`src/rtl/eic_pkg.sv`:
```
package eic_pkg;

  // Register kind selected by word-address bits [1:0] inside a bank window
  typedef enum logic [1:0] {
    RK_RAW   = 2'd0,
    RK_STAT  = 2'd1,
    RK_ENSET = 2'd2,
    RK_ENCLR = 2'd3
  } reg_kind_e;

  localparam int REGS_PER_BANK = 4;

  function automatic int bank_width(input int b, input int first_w, input int full_w);
    return (b == 0) ? first_w : full_w;
  endfunction

  function automatic int bank_lsb(input int b, input int first_w, input int full_w);
    return (b == 0) ? 0 : first_w + full_w * (b - 1);
  endfunction

endpackage

```
`src/rtl/eic_bank.sv`:
```
module eic_bank #(
  parameter int W = 32
) (
  input  logic         clk,
  input  logic         rst_n,
  input  logic [W-1:0] evt_i,
  input  logic [W-1:0] raw_set_i,
  input  logic [W-1:0] raw_clr_i,
  input  logic [W-1:0] en_set_i,
  input  logic [W-1:0] en_clr_i,
  output logic [W-1:0] raw_o,
  output logic [W-1:0] en_o,
  output logic [W-1:0] stat_o,
  output logic         irq_o
);

  logic [W-1:0] evt_q;
  logic [W-1:0] raw_q;
  logic [W-1:0] en_q;
  logic         irq_q;
  logic [W-1:0] edge_v;

  assign edge_v = evt_i & ~evt_q;

  always_ff @(posedge clk or negedge rst_n) begin
    if (!rst_n) begin
      evt_q <= '0;
      raw_q <= '0;
      en_q  <= '0;
      irq_q <= 1'b0;
    end else begin
      evt_q <= evt_i;
      // set sources (edge, debug inject) override a software clear
      raw_q <= (raw_q & ~raw_clr_i) | raw_set_i | edge_v;
      en_q  <= (en_q | en_set_i) & ~en_clr_i;
      irq_q <= |(raw_q & en_q);
    end
  end

  assign raw_o  = raw_q;
  assign en_o   = en_q;
  assign stat_o = raw_q & en_q;
  assign irq_o  = irq_q;


  edge_latch_chk: assert property (@(posedge clk) disable iff (!rst_n)
    (|edge_v) |=> ((raw_q & $past(edge_v)) == $past(edge_v)));


  hw_over_clear_chk: assert property (@(posedge clk) disable iff (!rst_n)
    (|(edge_v & raw_clr_i)) |=> ((raw_q & $past(edge_v & raw_clr_i)) == $past(edge_v & raw_clr_i)));


  sw_clear_chk: assert property (@(posedge clk) disable iff (!rst_n)
    (|(raw_clr_i & ~edge_v & ~raw_set_i)) |=> ((raw_q & $past(raw_clr_i & ~edge_v & ~raw_set_i)) == '0));


  en_clear_chk: assert property (@(posedge clk) disable iff (!rst_n)
    (|en_clr_i) |=> ((en_q & $past(en_clr_i)) == '0));


  irq_follow_chk: assert property (@(posedge clk) disable iff (!rst_n)
    ($stable(raw_q) && $stable(en_q)) |-> (irq_q == |(raw_q & en_q)));

endmodule

```
`src/rtl/eic_outpair.sv`:
```
module eic_outpair #(
  parameter int W = 32
) (
  input  logic         clk,
  input  logic         rst_n,
  input  logic [W-1:0] set_i,
  input  logic [W-1:0] clr_i,
  output logic [W-1:0] lvl_o
);

  logic [W-1:0] lvl_q;

  always_ff @(posedge clk or negedge rst_n) begin
    if (!rst_n) lvl_q <= '0;
    else        lvl_q <= (lvl_q & ~clr_i) | set_i;
  end

  assign lvl_o = lvl_q;


  out_set_chk: assert property (@(posedge clk) disable iff (!rst_n)
    (|set_i) |=> ((lvl_q & $past(set_i)) == $past(set_i)));


  out_clr_chk: assert property (@(posedge clk) disable iff (!rst_n)
    (|(clr_i & ~set_i)) |=> ((lvl_q & $past(clr_i & ~set_i)) == '0));


  out_hold_chk: assert property (@(posedge clk) disable iff (!rst_n)
    (set_i == '0 && clr_i == '0) |=> $stable(lvl_q));

endmodule

```
`src/rtl/evt_irq_ctrl.sv`:
```
module evt_irq_ctrl
  import eic_pkg::*;
#(
  parameter int FIRST_W    = 19,
  parameter int FULL_BANKS = 2,
  parameter int DATA_W     = 32,
  parameter int OUT_W      = 32,
  parameter int ADDR_W     = 8,
  localparam int NBANK     = FULL_BANKS + 1,
  localparam int NEVT      = FIRST_W + DATA_W * FULL_BANKS
) (
  input  logic              clk,
  input  logic              rst_n,
  input  logic              bus_wen,
  input  logic [ADDR_W-1:0] bus_addr,
  input  logic [DATA_W-1:0] bus_wdata,
  output logic [DATA_W-1:0] bus_rdata,
  input  logic [NEVT-1:0]   evt_in,
  output logic [NBANK-1:0]  irq,
  output logic [OUT_W-1:0]  evt_out
);

  localparam int WORD_W        = ADDR_W - 2;
  localparam int BSEL_W        = WORD_W - 2;
  localparam int OUT_SET_WORD  = 2 ** (WORD_W - 1);
  localparam int OUT_CLR_WORD  = OUT_SET_WORD + 1;
  localparam int BANK_WORDS    = NBANK * REGS_PER_BANK;

  logic              aligned;
  logic [WORD_W-1:0] word;
  logic              wr_ok;
  reg_kind_e         kind;

  assign aligned = (bus_addr[1:0] == 2'b00);
  assign word    = bus_addr[ADDR_W-1:2];
  assign wr_ok   = bus_wen && aligned;
  assign kind    = reg_kind_e'(word[1:0]);

  logic [DATA_W-1:0] raw_pad  [NBANK];
  logic [DATA_W-1:0] en_pad   [NBANK];
  logic [DATA_W-1:0] stat_pad [NBANK];

  for (genvar b = 0; b < NBANK; b++) begin : g_bank
    localparam int W   = bank_width(b, FIRST_W, DATA_W);
    localparam int LSB = bank_lsb(b, FIRST_W, DATA_W);

    logic [W-1:0] s_raw_set, s_raw_clr, s_en_set, s_en_clr;
    logic [W-1:0] b_raw, b_en, b_stat;

    assign s_raw_set = (wr_ok && word == WORD_W'(REGS_PER_BANK*b + 0)) ? bus_wdata[W-1:0] : '0;
    assign s_raw_clr = (wr_ok && word == WORD_W'(REGS_PER_BANK*b + 1)) ? bus_wdata[W-1:0] : '0;
    assign s_en_set  = (wr_ok && word == WORD_W'(REGS_PER_BANK*b + 2)) ? bus_wdata[W-1:0] : '0;
    assign s_en_clr  = (wr_ok && word == WORD_W'(REGS_PER_BANK*b + 3)) ? bus_wdata[W-1:0] : '0;

    eic_bank #(.W(W)) u_bank (
      .clk       (clk),
      .rst_n     (rst_n),
      .evt_i     (evt_in[LSB +: W]),
      .raw_set_i (s_raw_set),
      .raw_clr_i (s_raw_clr),
      .en_set_i  (s_en_set),
      .en_clr_i  (s_en_clr),
      .raw_o     (b_raw),
      .en_o      (b_en),
      .stat_o    (b_stat),
      .irq_o     (irq[b])
    );

    assign raw_pad[b]  = DATA_W'(b_raw);
    assign en_pad[b]   = DATA_W'(b_en);
    assign stat_pad[b] = DATA_W'(b_stat);
  end

  logic [OUT_W-1:0] o_set, o_clr;
  assign o_set = (wr_ok && word == WORD_W'(OUT_SET_WORD)) ? bus_wdata[OUT_W-1:0] : '0;
  assign o_clr = (wr_ok && word == WORD_W'(OUT_CLR_WORD)) ? bus_wdata[OUT_W-1:0] : '0;

  eic_outpair #(.W(OUT_W)) u_out (
    .clk   (clk),
    .rst_n (rst_n),
    .set_i (o_set),
    .clr_i (o_clr),
    .lvl_o (evt_out)
  );

  always_comb begin
    bus_rdata = '0;
    if (aligned) begin
      if (word < WORD_W'(BANK_WORDS)) begin
        for (int b = 0; b < NBANK; b++) begin
          if (word[WORD_W-1:2] == BSEL_W'(b)) begin
            unique case (kind)
              RK_RAW:             bus_rdata = raw_pad[b];
              RK_STAT:            bus_rdata = stat_pad[b];
              RK_ENSET, RK_ENCLR: bus_rdata = en_pad[b];
              default:            bus_rdata = '0;
            endcase
          end
        end
      end else if (word == WORD_W'(OUT_SET_WORD) || word == WORD_W'(OUT_CLR_WORD)) begin
        bus_rdata = DATA_W'(evt_out);
      end
    end
  end


  unmapped_read_chk: assert property (@(posedge clk) disable iff (!rst_n)
    (!aligned) |-> (bus_rdata == '0));


  irq_reset_chk: assert property (@(posedge clk) disable iff (!rst_n)
    $rose(rst_n) |-> (irq == '0));

endmodule

```
`config.mk`:
```
export PLATFORM = sky130hd
export DESIGN_NAME = evt_irq_ctrl
export DESIGN_NICKNAME = d
export VERILOG_FILES = /design/src/rtl/eic_pkg.sv /design/src/rtl/eic_bank.sv /design/src/rtl/eic_outpair.sv /design/src/rtl/evt_irq_ctrl.sv
export SDC_FILE = /design/constraint.sdc
export NUM_CORES = 1
export LEC_CHECK = 0
export ABC_CLOCK_PERIOD_IN_PS = 4900
export BUFFER_PORTS_ARGS = -buffer_cell sky130_fd_sc_hd__buf_4
export CAP_MARGIN = 25
export CORE_MARGIN = 1.5
export CORE_UTILIZATION = 44
export DETAILED_ROUTE_END_ITERATION = 7
export GPL_ROUTABILITY_DRIVEN = 0
export PLACE_DENSITY = 0.64
export SYNTH_ARGS = -nofsm -noshare
export SYNTH_HDL_FRONTEND = slang
export SYNTH_HIERARCHICAL = 1
export SYNTH_SLANG_ARGS = --single-unit
```
`constraint.sdc`:
```
create_clock -name clk -period 4.9 [get_ports clk]
set_input_delay 0.49 -clock clk [delete_from_list [all_inputs] [get_ports clk]]
set_output_delay 0.49 -clock clk [all_outputs]
set_load 0.02 [all_outputs]
```
### Word level (Yosys, flattened, before mapping)

Cells that the tools add are included.

* reductions and logical operators: 24
* eq/ne operators: 18
* bitwise gates (word level): 33
* $lt $le $gt $ge: 1
* multiplexer cells: 23

Operators by type and width (count)
* $mux 32: 16
* $and 32x32->32: 9
* $pmux 32 s3: 3
* $not 32->32: 7
* $or 32x32->32: 7
* $and 19x19->19: 4
* $mux 19: 4
* $reduce_or 32->1: 2
* $not 19->19: 3
* $or 19x19->19: 3
* $eq 6x3->1 const B: 4
* $eq 6x4->1 const B: 4
* $reduce_or 19->1: 1
* $logic_and 1x1->1: 15
* $eq 6x2->1 const B: 2
* $eq 6x6->1 const B: 2
* $eq 6x1->1 const B: 1
* $logic_not 6->1: 1
* $lt 6x4->1 const B: 1
* $eq 2x2->1 const B: 2
* $eq 4x1->1 const B: 1
* $eq 4x2->1 const B: 1
* $logic_not 2->1: 2
* $logic_not 4->1: 1
* 3 further kinds: 3

* input port bits: 126
* flip-flop bits (word level): 284
* output and inout port bits: 67

### Longest topological paths before layout

Gate-level depths: netlist of run 1.

* depth in word-level cells: 8
* mapped depth: 9
* mapped depth without buffers: 7

### Hierarchy

Netlist of run 1, hierarchy kept.

Modules (own cells, without submodules)
* eic_bank (g_bank[1].u_bank ...): instances 2, cells each 334, area each 3525.9 um2, seq. area each 2427.3 um2
* evt_irq_ctrl: instances 1, cells each 819, area each 5367.6 um2, seq. area each 0.0 um2
* eic_bank (g_bank[0].u_bank): instances 1, cells each 197, area each 2095.8 um2, seq. area each 1451.4 um2
* eic_outpair: instances 1, cells each 96, area each 1161.1 um2, seq. area each 800.8 um2

### Least setup slack after synthesis of run 1

No wires, ideal clock.

* path type: in2out
* start point: input port bus_addr[5]
* end point: output port bus_rdata[10]
* slack: 2456 ps
* arrival time: 1954 ps
* stages: 7
* path buffers: 3
* path through: buf_4 > or4b_1 > buf_2 > nor2_8 > buf_4 > a2bb2oi_1 > a31oi_1

* cells in the longest elaborated chain, start to end: 6
* elaborated cells between the ends (all ways): 13
* those cells by class: order compare (1); eq/ne (4); mux (6); reduce/logical (2)

RTL lines
* from (decl): line evt_irq_ctrl.sv:15 `input logic [ADDR_W-1:0] bus_addr,`
* $logic_not 4->1: line evt_irq_ctrl.sv:91 `if (word[WORD_W-1:2] == BSEL_W'(b)) begin`
* $mux 32 (3 in series): line evt_irq_ctrl.sv:91
* $mux 32 *: line evt_irq_ctrl.sv:89 `if (word < WORD_W'(BANK_WORDS)) begin`
* $mux 32 *: line evt_irq_ctrl.sv:88 `if (aligned) begin`
* to (decl): line evt_irq_ctrl.sv:17 `output logic [DATA_W-1:0] bus_rdata,`

Mark *: on every way between the ends. The rest lies on a longest branch, timed or not.

### Final worst setup path of run 1

* start point: input port bus_addr[5]
* end point: output port bus_rdata[15]

Same word-level chain as after synthesis.

==> results.py, run 1 <==
metrics = {
    "clock_network": {
        "tritoncts": "done",
        "holdBufCountCts": 0,
        "cts_max_level": 2,
        "post_cts_buffers": 0,
        "cts_made_buffers": 34,
        "cts_resized": 0,
        "clk_latency_ns": 0.51,
        "clk_pin_slew_ns": 0.06,
        "cts_buffer_depth": 3,
        "cts_root_buf": "clkbuf_16",
        "clock_sinks": 284,
    },
    "power_and_ir_drop": {
        "leakagePower_nw": 8.842,
        "vdd_drop_max_v": 0.0001967,
        "p_clk_share_pct": 47.4,
        "powerDensity_nw_per_um2": 311.6,
        "comb_power_share_pct": 9.9,
        "p_sw_w": 0.001401,
        "p_sw_share_pct": 23.99,
        "p_int_w": 0.004436,
        "seq_power_share_pct": 42.7,
    },
    "synth": {
        "synth_top_family_by_area": "simple AND/OR/NAND/NOR gates",
        "synth_top_area_cell": "dfrtp_1",
        "synthesis.nets": 1906,
        "synthXorXnorAreaFrac_pct": 0,
        "synth-main-ff-cell": "dfrtp_1",
        "synth_most_common_cell": "and2_1",
        "ys_types": 41,
        "yosysWarnings": 6,
        "synthTopCellsByCount": "474 x and2_1, 284 x dfrtp_1, 198 x inv_1",
        "synth_area_leaders": "dfrtp_1 45%, and2_1 19%, inv_1 4.7%, nor2_1 4.2%, o21ai_0 3.1%",
        "avgSynthCellArea_um2": 8.807,
        "netlist_area_um2": 15680,
        "synth_mux_area_share_pct": 5.475,
        "synthAdderAreaFrac_pct": 0,
        "ys_seq_area_share_pct": 45.33,
        "syn_inst": 1780,
        "synth-seq-cells": 284,
        "synth_edf_count": 0,
        "synthSimpleGateAreaFrac_pct": 27.85,
        "postSynth.asyncResetShare_pct": 100.0,
        "yosys.area.top_type_share_pct": 45.33,
        "synth_compound_area_share_pct": 13.84,
    },
    "global_route": {
        "grt_pass1_wl_um": 71640,
        "grt_overflow_total": 0,
        "antenna_found_initial": 1,
        "grt_max_degree": 120,
        "grt_use_total_pct": 25.66,
        "first_global_vias": 12295,
    },
    "setup_path": {
        "worst_ep_required_time_ns": 4.41,
        "cp_max_fo": 38,
        "critPathBufInv": 3,
        "crit_type": "in2out",
        "path_common_cell": "buf_4",
        "max_stage_delay_ns": 0.60,
        "worstSetupStartpointType": "primary input",
        "setup.worst_path.end_class": "output pin",
        "crit_arrival_ns": 2.99,
        "crit_chain": "buf_4 -> or4b_4 -> nor2_4 -> buf_4 -> a22oi_1 -> a31oi_1 -> buf_4",
        "crit_family": "simple AND/OR/NAND/NOR gates",
        "slowest_stage": "or4b_4",
    },
    "sta": {
        "maxSlewHeadroom_pct": 29.51,
        "finalSetupViolCount": 0,
        "rsz0062_at_grt": "no",
        "setup_ws_ns": 1.419,
        "worst_pin_slew_ns": 1.055,
        "max_freq_ghz": 0.2873,
        "fin_skew_ns": 0.01584,
        "hold_viol": 0,
        "fin_tns_setup_ns": 0,
        "period_minus_slack_ns": 3.481,
        "fin_crit_sh_pct": 71.03,
        "slew_violations": 0,
    },
    "route": {
        "firstDrtPassIters": 5,
        "wl_per_cell_um": 19.31,
        "postRouteAntennaNets": 0,
        "drc": 0,
        "vias": 12690,
        "drt_iter0_drc": 879,
        "viasPerCell": 5.272,
        "drt_wl_total_um": 46470,
    },
    "floorplan": {
        "num_io_pins": 193,
        "die_w_um": 191.8,
        "start_util_pct": 45.05,
        "rows": 68,
        "coreArea_um2": 34800,
        "fp.dieArea_um2": 36770,
        "die_h_um": 191.8,
    },
    "cells_and_area": {
        "diodes": 0,
        "drive_gt1_share_pct": 17.01,
        "final_cells": 2407,
        "final_nets": 2052,
        "syn_to_final_growth_pct": 19.48,
    },
    "hold_path": {
        "hold_class": "in2async",
    },
    "placed_design": {
        "dp.cells": 2343,
        "place_ws_ns": 1.434,
        "dpl.hpwl_um": 30930,
        "io_buffers": 192,
    },
    "flow_run": {
        "max-cap-violations": 0,
    },
    "status": {
        "status": "completed",
    },
}
==> cell families after synthesis <==
group | count (synthesis)
AO/OA/AOI/OAI | 347
buffers and inverters | 297
flip-flops | 284
multiplexers | 81
AND/OR/NAND/NOR | 771
==> state kept, by name, indices dropped and copies added (netlist names) <==
register	count
g_bank.u_bank/en_o	83
g_bank.u_bank/evt_q	83
g_bank.u_bank/irq_o	3
g_bank.u_bank/raw_o	83
u_out/lvl_o	32
==> final cells by class <==
| cell class | instances | area (um2) |
|---|---|---|
| Clock buffer | 51 | 1059 |
| Clock inverter | 11 | 185.2 |
| Fill cell | 3193 | 16070 |
| Inverter | 199 | 747.0 |
| Multi-Input combinational cell | 1199 | 7447 |
| Sequential cell | 284 | 7107 |
| Tap cell | 455 | 569.3 |
| Timing Repair Buffer | 208 | 1617 |
==> path summary, 6_finish.rpt <==
path	start	endpoint	slack [ns]	depth (start not counted)
setup / recovery	bus_addr[5]	bus_rdata[15]	1.42	7
hold / removal	rst_n	g_bank[1].u_bank/en_o[23]	0.05	1
setup reg to reg	g_bank[2].u_bank/raw_o[5]	g_bank[2].u_bank/irq_o	2.45	4
hold reg to reg	g_bank[0].u_bank/evt_q[17]	g_bank[0].u_bank/raw_o[17]	0.41	1
max in group asynchronous	rst_n	g_bank[1].u_bank/raw_o[25]	3.54	2
min in group clk	evt_in[12]	g_bank[0].u_bank/evt_q[12]	0.08	1
==> power by group through the flow <==
stage / Sequential, W / Combinational, W / Clock, W
finish: 0.00249 / 0.000578 / 0.00277
global placement: 0.00253 / 0.000568 / 0
CTS: 0.00249 / 0.000582 / 0.00283
floorplan: 0.00254 / 0.000258 / 0
detailed placement: 0.00253 / 0.000580 / 0
global route: 0.00250 / 0.000632 / 0.00291
==> placed cells by master (no fill, tap or decap), drive strengths merged <==
master    count
a2111oi       1
a211oi        2
a21o         32
a21oi        94
a22oi        30
a2bb2oi      19
a31oi        20
a32o          1
and2        480
and4          1
buf         208
bufinv        5
clkbuf       51
clkinv        4
clkinvlp      2
dfrtp       284
inv         199
mux2         38
mux2i        43
nand2        44
nand2b       20
nand4         2
nand4b        2
nor2        182
nor2b         2
nor3          1
nor4b         1
o2111ai      12
o211ai       20
o21ai        96
o221ai       19
o22ai         1
or2           9
or4          24
or4b          3
==> per-layer routing <==
metal	GRT usage, %	vias up	wire (um)
li1	-	6078	-
met1	36.25	6173	21420
met2	41.10	378	21420
met3	3.764	59	2690
met4	6.821	2	924
met5	0	-	13
==> metrics by stage <==
step | cell area [um2] | utilization [%] | power, W | hold WS, ns
after floorplan | 15680 | - | 0.002801 | 0.1944
after global placement | 17430 | 50.09 | 0.003100 | 0.4013
after detailed placement | 17440 | 50.13 | 0.003114 | 0.4063
after CTS | 18690 | 53.70 | 0.005899 | 0.06561
after global routing | 18730 | 53.83 | 0.006048 | 0.06961
final | 18730 | 53.83 | 0.005837 | 0.05242
Note: power is estimated with default switching activity, not from simulation.
==> run 2: changes to the inputs <==
- ABC_CLOCK_PERIOD_IN_PS: 4900 -> 3600
- clock period: 4.9 -> 3.6 ns (I/O delays scaled with it)
==> run 2 against run 1 <==
Against the previous run: total power is 36% higher; critical path depth is 1 lower; global-route usage is 0.42 points higher; register-to-register slack worse by 1.3 ns; die area stayed put; first-iteration DRC count is 5.9% lower; flip-flop and latch count stayed put; wire length is 1.8% higher; cell area is 4.9% higher; clock power is 32% higher; clock skew is 0.018 ns higher; utilization is 2.7 points higher; critical path type unchanged; critical endpoint is now bus_rdata[1]; highest routed layer is now met4.
==> results.py, run 2 (synthesized netlist as in run 1, its figures left out) <==
metrics = {
    "power_and_ir_drop": {
        "p_int_w": 0.006007,
        "p_clk_share_pct": 46.2,
        "p_sw_w": 0.001936,
        "total_power_w": 0.007943,
        "comb_power_share_pct": 11.1,
        "seq_power_share_pct": 42.7,
        "leakagePower_nw": 9.290,
        "p_sw_share_pct": 24.37,
        "powerDensity_nw_per_um2": 404.1,
        "vdd_drop_max_v": 0.0003629,
    },
    "placed_design": {
        "dp.cells": 2368,
        "io_buffers": 192,
        "place_area_um2": 17620,
        "dpl.hpwl_um": 32250,
    },
    "setup_path": {
        "max_stage_delay_ns": 0.69,
        "crit_type": "in2out",
        "crit_arrival_ns": 2.59,
        "path_common_cell": "buf_4",
        "slowest_stage": "or4b_1",
        "crit_chain": "buf_4 -> or4b_1 -> nor2_8 -> a2bb2oi_1 -> a31oi_1 -> buf_4",
        "worst_ep_required_time_ns": 3.24,
        "cp_max_fo": 38,
        "worstSetupStartpointType": "primary input",
        "setup.worst_path.end_class": "output pin",
    },
    "clock_network": {
        "tritoncts": "done",
        "cts_made_buffers": 35,
        "cts_root_buf": "clkbuf_16",
        "clk_pin_slew_ns": 0.06,
        "clock_sinks": 284,
        "cts_buffer_depth": 3,
        "cts_max_level": 2,
        "clk_latency_ns": 0.53,
    },
    "route": {
        "drt_wl_total_um": 47310,
        "drc": 0,
        "drt_iter0_drc": 827,
        "firstDrtPassIters": 5,
        "viasPerCell": 5.255,
        "postRouteAntennaNets": 0,
        "wl_per_cell_um": 18.80,
        "vias": 13222,
    },
    "cells_and_area": {
        "syn_to_final_growth_pct": 25.39,
        "final_cells": 2516,
        "drive_gt1_share_pct": 16.95,
        "utilization_pct": 56.49,
        "final_cell_mix": "474 x and2_1, 284 x dfrtp_1, 226 x buf_4",
        "mostFrequentLayoutCell": "and2_1",
        "fin_area_um2": 19660,
        "final_nets": 2160,
    },
    "sta": {
        "worst_pin_slew_ns": 0.8972,
        "rsz0062_at_grt": "no",
        "finalSetupViolCount": 0,
        "maxSlewHeadroom_pct": 40.18,
        "max_freq_ghz": 0.3395,
        "slew_violations": 0,
        "fin_crit_sh_pct": 81.81,
        "hold_viol": 0,
        "fin_skew_ns": 0.03422,
        "fin_tns_setup_ns": 0,
        "period_minus_slack_ns": 2.945,
    },
    "status": {
        "status": "completed",
    },
    "global_route": {
        "grt_pass1_wl_um": 72750,
        "grt_max_degree": 109,
        "grt_overflow_total": 0,
        "antenna_found_initial": 3,
        "grt_use_total_pct": 26.08,
        "first_global_vias": 12906,
    },
    "floorplan": {
        "rows": 68,
        "start_util_pct": 45.05,
        "coreArea_um2": 34800,
        "die_w_um": 191.8,
        "die_h_um": 191.8,
        "fp.dieArea_um2": 36770,
        "num_io_pins": 193,
    },
    "hold_path": {
        "hold_class": "in2reg",
    },
    "flow_run": {
        "max-cap-violations": 0,
    },
}
## run 2: worst max-delay path, delay by kind of cell
kind                   cells  cell delay, ns
AOI/OAI and AO/OA          2            0.39
and+or+nand+nor            2            1.11
buffers and inverters      2            0.70
## run 2: worst paths after layout
path | slack [ns] | endpoint | cells after the start | from
max | 0.65 | bus_rdata[1] | 6 | bus_addr[5]
min | 0.16 | g_bank[1].u_bank/en_o[23] | 3 | bus_wdata[23]
min in group asynchronous | 0.50 | g_bank[2].u_bank/evt_q[24] | 2 | rst_n
min reg2reg | 0.40 | g_bank[1].u_bank/raw_o[19] | 1 | g_bank[1].u_bank/evt_q[19]
max in group asynchronous | 2.13 | g_bank[0].u_bank/raw_o[16] | 3 | rst_n
max reg2reg | 1.17 | g_bank[2].u_bank/irq_o | 4 | g_bank[2].u_bank/raw_o[5]
## run 2: power by group through the flow
stage	clock [W]	combinational, W	sequential, W
after floorplan	0	0.000351	0.00346
after global placement	0	0.000794	0.00344
after detailed placement	0	0.000805	0.00345
after CTS	0.00375	0.000882	0.00339
after global routing	0.00387	0.000954	0.00340
final	0.00367	0.000879	0.00339
## run 2: timing repair
item                      4_1_cts  5_1_grt
hold buffers                   84        0
gates resized for setup         0        0
buffers inserted                0        0
hold endpoints to repair      158        0
## run 2: final cells by class
class / instances / area (um2)
repair buffers: 315 / 2633
clock buffers: 52 / 1010
fillers: 3093 / 15140
diodes: 2 / 5.005
multi-input cells: 1199 / 7407
inverters: 199 / 747.0
clock inverters: 10 / 178.9
well taps: 455 / 569.3
flip-flops and latches: 284 / 7107
## run 2: metrics by stage
stage          worst slack (ns)  hold WS (ns)
2_1_floorplan             1.416       0.06441
6_report                 0.6547        0.1562
3_3_place_gp             0.7256        0.4013
5_1_grt                  0.6017        0.1667
3_5_place_dp             0.7000        0.4098
4_1_cts                  0.7074        0.1378
## run 2: layer usage
layer  global-route usage [%]  routed length (um)
met4                    7.963                1301
met3                    3.599                2737
met5                        0                   0
met2                    42.81               21920
met1                    35.71               21350
